$ cat config.mk
export PLATFORM = sky130hd
export DESIGN_NAME = ilv_array
export DESIGN_NICKNAME = d
export VERILOG_FILES = /design/src/rtl/ilv_pkg.sv /design/src/rtl/ilv_dispatch.sv /design/src/rtl/ilv_unit.sv /design/src/rtl/ilv_collect.sv /design/src/rtl/ilv_array.sv
export SDC_FILE = /design/constraint.sdc
export NUM_CORES = 1
export LEC_CHECK = 0
export ABC_AREA = 1
export BUFFER_PORTS_ARGS = -buffer_cell sky130_fd_sc_hd__buf_2
export CAP_MARGIN = 0
export CORE_MARGIN = 2
export CORE_UTILIZATION = 43
export CTS_CLUSTER_DIAMETER = 60
export CTS_CLUSTER_SIZE = 30
export DETAILED_ROUTE_END_ITERATION = 12
export GPL_ROUTABILITY_DRIVEN = 1
export HOLD_SLACK_MARGIN = 0.05
export PLACE_DENSITY = 0.66
export SLEW_MARGIN = 20
export SYNTH_ARGS = -nofsm -noshare
export SYNTH_HDL_FRONTEND = slang
export SYNTH_HIERARCHICAL = 1
export SYNTH_SLANG_ARGS = --single-unit
export TNS_END_PERCENT = 100
$ cat constraint.sdc
create_clock -name clk -period 10.55 [get_ports clk]
set_input_delay 3.165 -clock clk [delete_from_list [all_inputs] [get_ports clk]]
set_output_delay 3.165 -clock clk [all_outputs]
set_load 0.03 [all_outputs]
$ cat src/rtl/ilv_pkg.sv
package ilv_pkg;

    localparam int OP_W  = 8;
    localparam int RES_W = 2 * OP_W;

    typedef struct packed {
        logic [OP_W-1:0] a;
        logic [OP_W-1:0] b;
        logic [OP_W-1:0] c;
    } operand_t;

    function automatic logic [RES_W-1:0] mul_add(input operand_t op);
        return RES_W'(op.a) * RES_W'(op.b) + RES_W'(op.c);
    endfunction

endpackage

$ cat src/rtl/ilv_dispatch.sv
module ilv_dispatch #(
    parameter int NUM_UNITS = 4,
    localparam int SEL_W = $clog2(NUM_UNITS)
) (
    input  logic                 clk,
    input  logic                 rst,
    input  logic                 in_valid,
    output logic [SEL_W-1:0]     sel,
    output logic [NUM_UNITS-1:0] load
);

    logic [SEL_W-1:0] ptr;

    always_ff @(posedge clk) begin
        if (rst) begin
            ptr <= '0;
        end else if (in_valid) begin
            if (ptr == SEL_W'(NUM_UNITS - 1)) ptr <= '0;
            else                              ptr <= ptr + 1'b1;
        end
    end

    always_comb begin
        load = '0;
        if (in_valid) load[ptr] = 1'b1;
    end

    assign sel = ptr;

    AST_IDLE_HOLDS_PTR: assert property (@(posedge clk) disable iff (rst)
        !in_valid |=> $stable(ptr));

endmodule

$ cat src/rtl/ilv_unit.sv
module ilv_unit
    import ilv_pkg::*;
#(
    parameter int NUM_UNITS = 4,
    localparam int CNT_W = $clog2(NUM_UNITS)
) (
    input  logic             clk,
    input  logic             rst,
    input  logic             load,
    input  operand_t         op_in,
    output logic [RES_W-1:0] result,
    output logic             last
);

    operand_t         held;
    logic [CNT_W-1:0] remain;

    always_ff @(posedge clk) begin
        if (load) held <= op_in;
    end

    always_ff @(posedge clk) begin
        if (rst)               remain <= '0;
        else if (load)         remain <= CNT_W'(NUM_UNITS - 1);
        else if (remain != '0) remain <= remain - 1'b1;
    end

    // Multicycle path: the held operands stay fixed while the countdown runs.
    assign result = mul_add(held);
    assign last   = (remain == CNT_W'(1));

    AST_NO_BUSY_LOAD: assert property (@(posedge clk) disable iff (rst)
        load |-> (remain == '0));

    AST_HOLD_STABLE: assert property (@(posedge clk) disable iff (rst)
        (remain != '0 && !load) |=> $stable(held));

endmodule

$ cat src/rtl/ilv_collect.sv
module ilv_collect
    import ilv_pkg::*;
#(
    parameter int NUM_UNITS = 4,
    localparam int SEL_W = $clog2(NUM_UNITS),
    localparam int DEPTH = NUM_UNITS - 1
) (
    input  logic                            clk,
    input  logic                            rst,
    input  logic                            in_valid,
    input  logic [SEL_W-1:0]                in_sel,
    input  logic [NUM_UNITS-1:0][RES_W-1:0] unit_res,
    input  logic [NUM_UNITS-1:0]            unit_last,
    output logic                            out_valid,
    output logic [RES_W-1:0]                out_res
);

    logic [DEPTH-1:0]            stg_v;
    logic [DEPTH-1:0][SEL_W-1:0] stg_sel;

    always_ff @(posedge clk) begin
        if (rst) stg_v[0] <= 1'b0;
        else     stg_v[0] <= in_valid;
        stg_sel[0] <= in_sel;
    end

    for (genvar k = 1; k < DEPTH; k++) begin : g_delay
        always_ff @(posedge clk) begin
            if (rst) stg_v[k] <= 1'b0;
            else     stg_v[k] <= stg_v[k-1];
            stg_sel[k] <= stg_sel[k-1];
        end
    end

    logic             tail_v;
    logic [SEL_W-1:0] tail_sel;
    assign tail_v   = stg_v[DEPTH-1];
    assign tail_sel = stg_sel[DEPTH-1];

    always_ff @(posedge clk) begin
        if (rst) begin
            out_valid <= 1'b0;
            out_res   <= '0;
        end else begin
            out_valid <= tail_v;
            if (tail_v) out_res <= unit_res[tail_sel];
        end
    end

    AST_CAPTURE_DONE: assert property (@(posedge clk) disable iff (rst)
        tail_v |-> unit_last[tail_sel]);

endmodule

$ cat src/rtl/ilv_array.sv
module ilv_array
    import ilv_pkg::*;
#(
    parameter int NUM_UNITS = 4,
    localparam int SEL_W = $clog2(NUM_UNITS)
) (
    input  logic             clk,
    input  logic             rst,
    input  logic             in_valid,
    input  logic [OP_W-1:0]  in_a,
    input  logic [OP_W-1:0]  in_b,
    input  logic [OP_W-1:0]  in_c,
    output logic             out_valid,
    output logic [RES_W-1:0] out_res
);

    operand_t                      op;
    logic [SEL_W-1:0]              sel;
    logic [NUM_UNITS-1:0]          load;
    logic [NUM_UNITS-1:0][RES_W-1:0] unit_res;
    logic [NUM_UNITS-1:0]          unit_last;

    assign op = '{a: in_a, b: in_b, c: in_c};

    ilv_dispatch #(.NUM_UNITS(NUM_UNITS)) i_dispatch (
        .clk      (clk),
        .rst      (rst),
        .in_valid (in_valid),
        .sel      (sel),
        .load     (load)
    );

    for (genvar u = 0; u < NUM_UNITS; u++) begin : g_unit
        ilv_unit #(.NUM_UNITS(NUM_UNITS)) i_unit (
            .clk    (clk),
            .rst    (rst),
            .load   (load[u]),
            .op_in  (op),
            .result (unit_res[u]),
            .last   (unit_last[u])
        );
    end

    ilv_collect #(.NUM_UNITS(NUM_UNITS)) i_collect (
        .clk       (clk),
        .rst       (rst),
        .in_valid  (in_valid),
        .in_sel    (sel),
        .unit_res  (unit_res),
        .unit_last (unit_last),
        .out_valid (out_valid),
        .out_res   (out_res)
    );

    AST_ONE_LOAD: assert property (@(posedge clk) disable iff (rst)
        $onehot0(load));

    AST_LAST_ONEHOT: assert property (@(posedge clk) disable iff (rst)
        $onehot0(unit_last));

endmodule

**Word-level counts from Yosys, hierarchy flattened**

Cells that the tools add are included.

- Output and inout bits: 17
- Input bits: 27
- Logic and storage cells: 41
- Register bits: 124

- Mux-type cells: 6
- Magnitude comparators: 3
- Multipliers: 4
- Equality and inequality tests: 1
- Reduce and logical (&&, ||, !) cells: 1
- Add/sub/neg operators: 5

Operator list:

| operator | count |
|---|---|
| $add A16 B8 Y16 | 4 |
| $mul A8 B8 Y16 | 4 |
| $bmux W16 S2 | 1 |
| $mux W16 | 1 |
| $lt A2 B3 Y1 const B | 2 |
| $mux W4 | 1 |
| $add A2 B1 Y2 const B | 1 |
| $demux W1 S2 | 1 |
| $eq A2 B2 Y1 const B | 1 |
| $ge A2 B1 Y1 const B | 1 |
| $mux W2 | 1 |
| $logic_and A1 B1 Y1 | 1 |
| $mux W1 | 1 |

**Longest topological paths before layout**

Gate-level depths: netlist of run 1.

- Word-level depth: 5
- Gate-level depth with buffers: 24
- Depth with buffers taken out: 23

**Modules after synthesis**

The synthesis of run 1 kept the hierarchy.

By module, submodules not included:

| module | instances | cells each | area each (um^2) |
|---|---|---|---|
| ilv_unit (g_unit[1].i_unit ...) | 2 | 424 | 3390.8 |
| ilv_unit (g_unit[0].i_unit ...) | 2 | 424 | 3388.2 |
| ilv_collect | 1 | 195 | 1322.5 |
| ilv_dispatch | 1 | 27 | 176.4 |

**Least setup slack after synthesis of run 1**

Ideal clock, no wire load.

- Path kind: in2reg
- Start: input port in_valid
- End: register g_unit[0].i_unit/held[0] in the netlist's numbering, enable pin
- Path slack: 6.293 ns
- Stages: 3
- Arrival: 3.877 ns
- Library setup time: 0.380 ns
- Buffers on the path: 1
- Cell sequence: clkbuf_2 nand2_1 inv_1

- Word-level cells in the longest chain between the ends: 1

Ends and longest elaborated chain:

| item | RTL line | RTL |
|---|---|---|
| from (decl) | ilv_array.sv:9 | `input logic in_valid,` |
| $mux W4 | ilv_dispatch.sv:25 | `if (in_valid) load[ptr] = 1'b1;` |
| via load[0] | ilv_array.sv:19 | `logic [NUM_UNITS-1:0] load;` |
| to (signal assigned) | ilv_unit.sv:19 | `if (load) held <= op_in;` |
| to (decl) | ilv_unit.sv:15 | `operand_t held;` |

The timed path passes the listed nets, and every way through them passes these cells.
A chain may end at the register's enable or synchronous reset.

==> results_dict.tcl, run 1 <==
set metrics [dict create \
    status "finished, final reports clean" \
    chipHeight_um 188 \
    whs_ns 0.327 \
    rows 67 \
    crit_top_cell "nand2_1" \
    initial_core_util 0.436 \
    final_nets 2193 \
    antenna_found_initial 0 \
    num_vias 11009 \
    place_hpwl_mm 28.5 \
    worst_pin_slew_ns 1.02 \
    drt_first_iter_violations 715 \
    cts.htree.levels 4 \
    io_pins 44 \
    dieArea_um2 35500 \
    syn_to_final_growth_pct 6.77 \
    setup-tns-final_ns 0 \
    clk-insertion-delay-late_ns 0.42 \
    leakage_nw 9.30 \
    first_pass_iters 5 \
    dpl-instance-area_um2 15000 \
    cpMaxStageDelayCell "edfxtp_1" \
    drv_slew 0 \
    grt.overflow.total 0 \
    avgSynthCellArea_um2 7.86 \
    maxSlewHeadroom 0.319 \
    grt_pass1_wl_mm 57.9 \
    clk_path_buf_depth 2 \
    hold_viol_final 0 \
    via_per_inst 4.78 \
    ant_nets 0 \
    final-setup-viol-count 0 \
    cts_inserted_buffers 17 \
    criticalPathCategory "reg2reg" \
    power_mw 2.53 \
    synth_area_um2 14600 \
    die_x_um 188 \
    cts_hold_buffers 0 \
    cts_resized 0 \
    wl_mm 34.7 \
    clock_sinks 124 \
    hp-class "reg2reg" \
    cts_tree "done" \
    worstPathArrival_ns 4.79 \
    rsz0062_at_grt "no" \
    io_buffers 43 \
    ir_worst_vdd_uv 94.5 \
    post-route-period-util 0.422 \
    power_density_nw_per_um2 162 \
    worstPathCellList "nand2_1, fa_1, fa_1, inv_1, fa_1, inv_1, fa_1, inv_1, ha_1, nand2_1, nor2_1, nand2_1, nand2_1, xor2_1, nand2_1, nand3_1, nand2_1, a21oi_1" \
    post_cts_buffers 0 \
    synthesis.nets 2209 \
    cts.clk_slew.worst_paths_ns 0.07 \
    cts-root-buf "clkbuf_16" \
    grt_max_degree 34 \
    cpPeakStageDelay_ns 0.59 \
    crit_path_end_kind "register" \
    clock-skew-final_ns 0.0138 \
    cp_max_fo 8 \
    final_area_um2 15600 \
    grt_usage 0.210 \
    place_congestion 0.879 \
    grt_pass1_vias 11373 \
    wire_per_inst_um 15.1 \
    drt_drc_violations_left 0 \
    yosys_warnings 6 \
    fin_crit_ns 4.45 \
    crit_required_ns 10.89 \
    syn-instance-count 1858 \
    critPathLaunchType "register" \
    max_freq_mhz 225 \
    drive_gt1_frac 0.0496 \
    core_um2 33500 \
    maxCapViolations 0 \
]
cell usage in the layout, fill, tap and decap left out:
cell        instances
inv_8               2
inv_6               3
inv_1             537
fa_1              176
clkbuf_16          17
buf_4               1
inv_2               2
clkinv_1            1
dfxtp_1            28
nor2_1             36
ha_1              148
nand2_1           575
clkinvlp_4          3
bufinv_16           1
nor2_2              2
o21ai_1             1
a21oi_1            28
nand3_2             8
diode_2             2
xor2_1             32
clkinv_2            1
clkinv_4            4
a21oi_2             5
o21ai_0            16
buf_2              43
nand3_1            72
nand4_1            16
edfxtp_1           96
clkbuf_1            1
power breakdown:
part / leakage (nW) / internal (mW) / switching [mW] / total, mW
registers: 1.11 / 0.550 / 0.0314 / 0.582
clock network: 0.269 / 0.329 / 0.239 / 0.567
logic: 7.92 / 0.487 / 0.895 / 1.38
metrics by stage:
stage           util  cells  worst slack [ns]
3_3_place_gp   0.448   2271              6.04
2_1_floorplan      -   1858              6.32
4_1_cts        0.465   2303              6.10
3_5_place_dp   0.448   2271              6.00
5_1_grt        0.465   2303              5.79
6_report       0.465   2305              6.10
worst max-delay path: cells and delay by family, from the launching register on:
kind	cells	cell delay, ns
AOI/OAI and AO/OA	1	0.13
adders and majority gates	5	2.47
buffers and inverters	3	0.17
DFF	1	0.59
xor gates and xnor gates	1	0.23
and+or+nand+nor	8	0.78
final cells by class:
cell class                 instances  area, µm²
sequential                       124       3440
fill                            3299      17900
clock buffer                      18        429
antenna                            2       5.00
clock inverter                    14        136
multi-input combinational       1115       8770
tap                              448        561
inverter                         540       2030
timing repair buffer              44        223
path summary, 6_finish.rpt:
path	to	slack, ns	depth (start not counted)	startpoint
setup / recovery	i_collect/out_res[11]$_SDFFE_PP0P_	6.10	18	g_unit[0].i_unit/held[17]$_DFFE_PP_
hold / removal	i_collect/tail_sel[1]$_DFF_P_	0.33	0	i_collect/stg_sel[3]$_DFF_P_
setup reg to reg	i_collect/out_res[11]$_SDFFE_PP0P_	6.10	18	g_unit[0].i_unit/held[17]$_DFFE_PP_
hold reg to reg	i_collect/tail_sel[1]$_DFF_P_	0.33	0	i_collect/stg_sel[3]$_DFF_P_
state kept, by name, indices dropped and copies added (netlist names):
name and flops:
g_unit.i_unit/held 96, i_collect/out_res 16, i_collect/out_valid 1, i_collect/stg_sel 4, i_collect/stg_v 2, i_collect/tail_sel 2, i_collect/tail_v 1, i_dispatch/sel 2
per-layer routing:
layer	vias up	track usage	share of wire
li1	5361	-	-
met1	5308	0.250	0.40
met2	278	0.379	0.51
met3	62	0.0292	0.050
met4	0	0.0883	0.037
met5	-	0	0
Note: power is estimated with default switching activity, not from simulation.
==> run 2: changes to the inputs <==
--- a/config.mk
+++ b/config.mk
@@ -15,7 +15,7 @@
 export DETAILED_ROUTE_END_ITERATION = 12
 export GPL_ROUTABILITY_DRIVEN = 1
 export HOLD_SLACK_MARGIN = 0.05
-export PLACE_DENSITY = 0.66
+export PLACE_DENSITY = 0.68
 export SLEW_MARGIN = 20
 export SYNTH_ARGS = -nofsm -noshare
 export SYNTH_HDL_FRONTEND = slang
==> constraint.sdc (replaced) <==
create_clock -name clk -period 3.7 [get_ports clk]
set_input_delay 1.11 -clock clk [delete_from_list [all_inputs] [get_ports clk]]
set_output_delay 1.11 -clock clk [all_outputs]
set_load 0.03 [all_outputs]
==> run 2 against run 1 <==
  * The run now ends with negative setup slack left
  * Cell area increased by 15%
  * Register-to-register slack got worse by 6.6 ns
  * First-iteration DRC count increased by 48%
  * Critical path depth increased by 2
  * Sequential share of layout area decreased by 2.8 points
  * Sequential power increased to 2.8 times the previous value
  * Highest routed layer unchanged
  * Setup slack got worse by 6.6 ns
  * Final cell count increased by 8.2%
==> results_dict.tcl, run 2 (same netlist as run 1, synthesis figures left out) <==
set metrics [dict create \
    top_register "g_unit.i_unit/held" \
    hold_viol_final 0 \
    place_hpwl_mm 31.1 \
    leakage_nw 10.3 \
    cp_max_fo 7 \
    r2r_end "i_collect/out_res[15]$_SDFFE_PP0P_" \
    mostFrequentLayoutCell "inv_1" \
    fin_util 0.533 \
    r2r-start "g_unit[0].i_unit/held[19]$_DFFE_PP_" \
    dp_slack_ns -0.637 \
    combPwrFrac 0.626 \
    critPathLaunchType "register" \
    fin_crit_ns 4.23 \
    via_per_inst 4.71 \
    cts-root-buf "clkbuf_16" \
    layout_common_cells "inv_1 (515), nand2_1 (492), buf_4 (178), fa_1 (164), ha_1 (125)" \
    grtUsageMet1 0.323 \
    clk-insertion-delay-late_ns 0.43 \
    first_pass_iters 7 \
    drv_slew 0 \
    die_x_um 188 \
    place_congestion 0.910 \
    ir_worst_vdd_uv 396 \
    criticalPathCategory "reg2reg" \
    worstPathCellList "nand2_1, inv_1, fa_1, fa_1, fa_1, inv_1, fa_1, inv_2, ha_4, nand2_2, nand2_2, nand2_2, nand2_2, nand2_2, nand4_1, nand2_2, nand2_2, nand3_2, nand2_2, a21oi_2" \
    drive_gt1_frac 0.225 \
    cts_inserted_buffers 17 \
    maxCapViolations 0 \
    final_nets 2384 \
    io_pins 44 \
    gr-usage-met3 0.0305 \
    num_vias 11741 \
    seqPwrFrac 0.181 \
    dieArea_um2 35500 \
    hp-class "reg2reg" \
    chipHeight_um 188 \
    grt_usage 0.223 \
    critPathBufInv 3 \
    worst_slack_ns -0.525 \
    cts.htree.levels 4 \
    io_buffers 43 \
    worst-path-stages 20 \
    clk_path_buf_depth 2 \
    busiest_layer "met2" \
    cp-endpoint "i_collect/out_res[15]$_SDFFE_PP0P_" \
    crit_required_ns 3.98 \
    crit_family "adder cells" \
    ant_nets 0 \
    worstPathArrival_ns 4.51 \
    largest_reg_flops 96 \
    maxSlewHeadroom 0.278 \
    wl_mm 38.3 \
    grt_pass1_vias 11793 \
    switching_share 0.446 \
    p_int_mw 5.02 \
    violations "negative setup slack" \
    p_sw_mw 4.04 \
    crit_path_end_kind "register" \
    grt_pass1_wl_mm 61.8 \
    wire_per_inst_um 15.3 \
    worst_pin_slew_ns 1.08 \
    power_mw 9.06 \
    crit_start "g_unit[0].i_unit/held[19]$_DFFE_PP_" \
    cts.clk_slew.worst_paths_ns 0.07 \
    post-route-period-util 1.14 \
    r2r_slack_ns -0.53 \
    initial_core_util 0.436 \
    cpPeakStageDelay_ns 0.56 \
    grt_max_degree 34 \
    max_freq_mhz 237 \
    reg_top3 "g_unit.i_unit/held: 96 flops, i_collect/out_res: 16 flops, i_collect/stg_sel: 4 flops" \
    power_density_nw_per_um2 507 \
    clock-skew-final_ns 0.0124 \
    rows 67 \
    syn_to_final_growth_pct 22.4 \
    met2_usage 0.359 \
    drt_drc_violations_left 0 \
    clock_sinks 124 \
    core_um2 33500 \
    drt_first_iter_violations 1057 \
    rsz0062_at_grt "yes" \
    status "finished, violations left" \
    crit_top_cell "nand2_2" \
    clkPwrFrac 0.193 \
    final-setup-viol-count 12 \
    rr_worst_depth 20 \
    antenna_found_initial 0 \
    grt.overflow.total 0 \
    cts_tree "done" \
    cpMaxStageDelayCell "fa_1" \
]
-- run 2: cell count changes in the layout (fill, tap and decap cells not counted), sizes merged --
cell      delta
inv          +3
bufinv       +1
clkbuf       -1
clkinvlp     -3
buf        +191
diode        -1
-- run 2: power by group through the flow --
stage               sequential (mW)  combinational [mW]  clock, mW
floorplan                      1.63                3.38          0
global placement               1.67                4.82          0
detailed placement             1.67                4.89          0
CTS                            1.63                5.30       1.78
global route                   1.64                6.28       1.84
finish                         1.64                5.67       1.75
-- run 2: cell type report --
cell class              count  area (µm²)
diodes                      1        2.50
fillers                  3067       15600
well taps                 448         561
multi-input cells        1115        9530
clock inverters            15         179
clock buffers              17         425
repair buffers            235        1710
inverters                 540        2030
flip-flops and latches    124        3440
-- run 2: timing repair --
| action | CTS | global route |
|---|---|---|
| setup buffers | 31 | 17 |
| resized for setup | 94 | 73 |
| hold endpoints to repair | 0 | 0 |
| setup endpoints to repair | 11 | 12 |
| pin swaps | 77 | 63 |
| hold buffers | 0 | 0 |
| cloned | 0 | 0 |
-- run 2: worst min-delay path by stage --
stage,startpoint,end,depth (start not counted)
floorplan,i_collect/stg_sel[0]$_DFF_P_,i_collect/stg_sel[2]$_DFF_P_,0
global placement,i_collect/stg_sel[1]$_DFF_P_,i_collect/stg_sel[3]$_DFF_P_,0
detailed placement,i_collect/stg_sel[2]$_DFF_P_,i_collect/tail_sel[0]$_DFF_P_,0
CTS,i_collect/stg_sel[3]$_DFF_P_,i_collect/tail_sel[1]$_DFF_P_,0
global route,i_collect/stg_sel[3]$_DFF_P_,i_collect/tail_sel[1]$_DFF_P_,0
finish,i_collect/stg_sel[3]$_DFF_P_,i_collect/tail_sel[1]$_DFF_P_,0
-- run 2: per-stage QoR --
stage | cells | setup TNS [ns] | area [µm²] | hold slack, ns
2_1_floorplan | 1858 | -0.131 | 15200 | 0.310
4_1_cts | 2477 | -4.48 | 17500 | 0.323
3_3_place_gp | 2416 | -5.04 | 16400 | 0.312
6_report | 2495 | -4.98 | 17900 | 0.322
5_1_grt | 2494 | -7.02 | 17900 | 0.334
3_5_place_dp | 2416 | -5.51 | 16400 | 0.318
-- run 2: per-layer routing --
layer / vias to the layer above / share of wire
met3: 33 / 0.059
met2: 364 / 0.45
met4: 0 / 0.015
met5: - / 0
met1: 5596 / 0.47
li1: 5748 / -
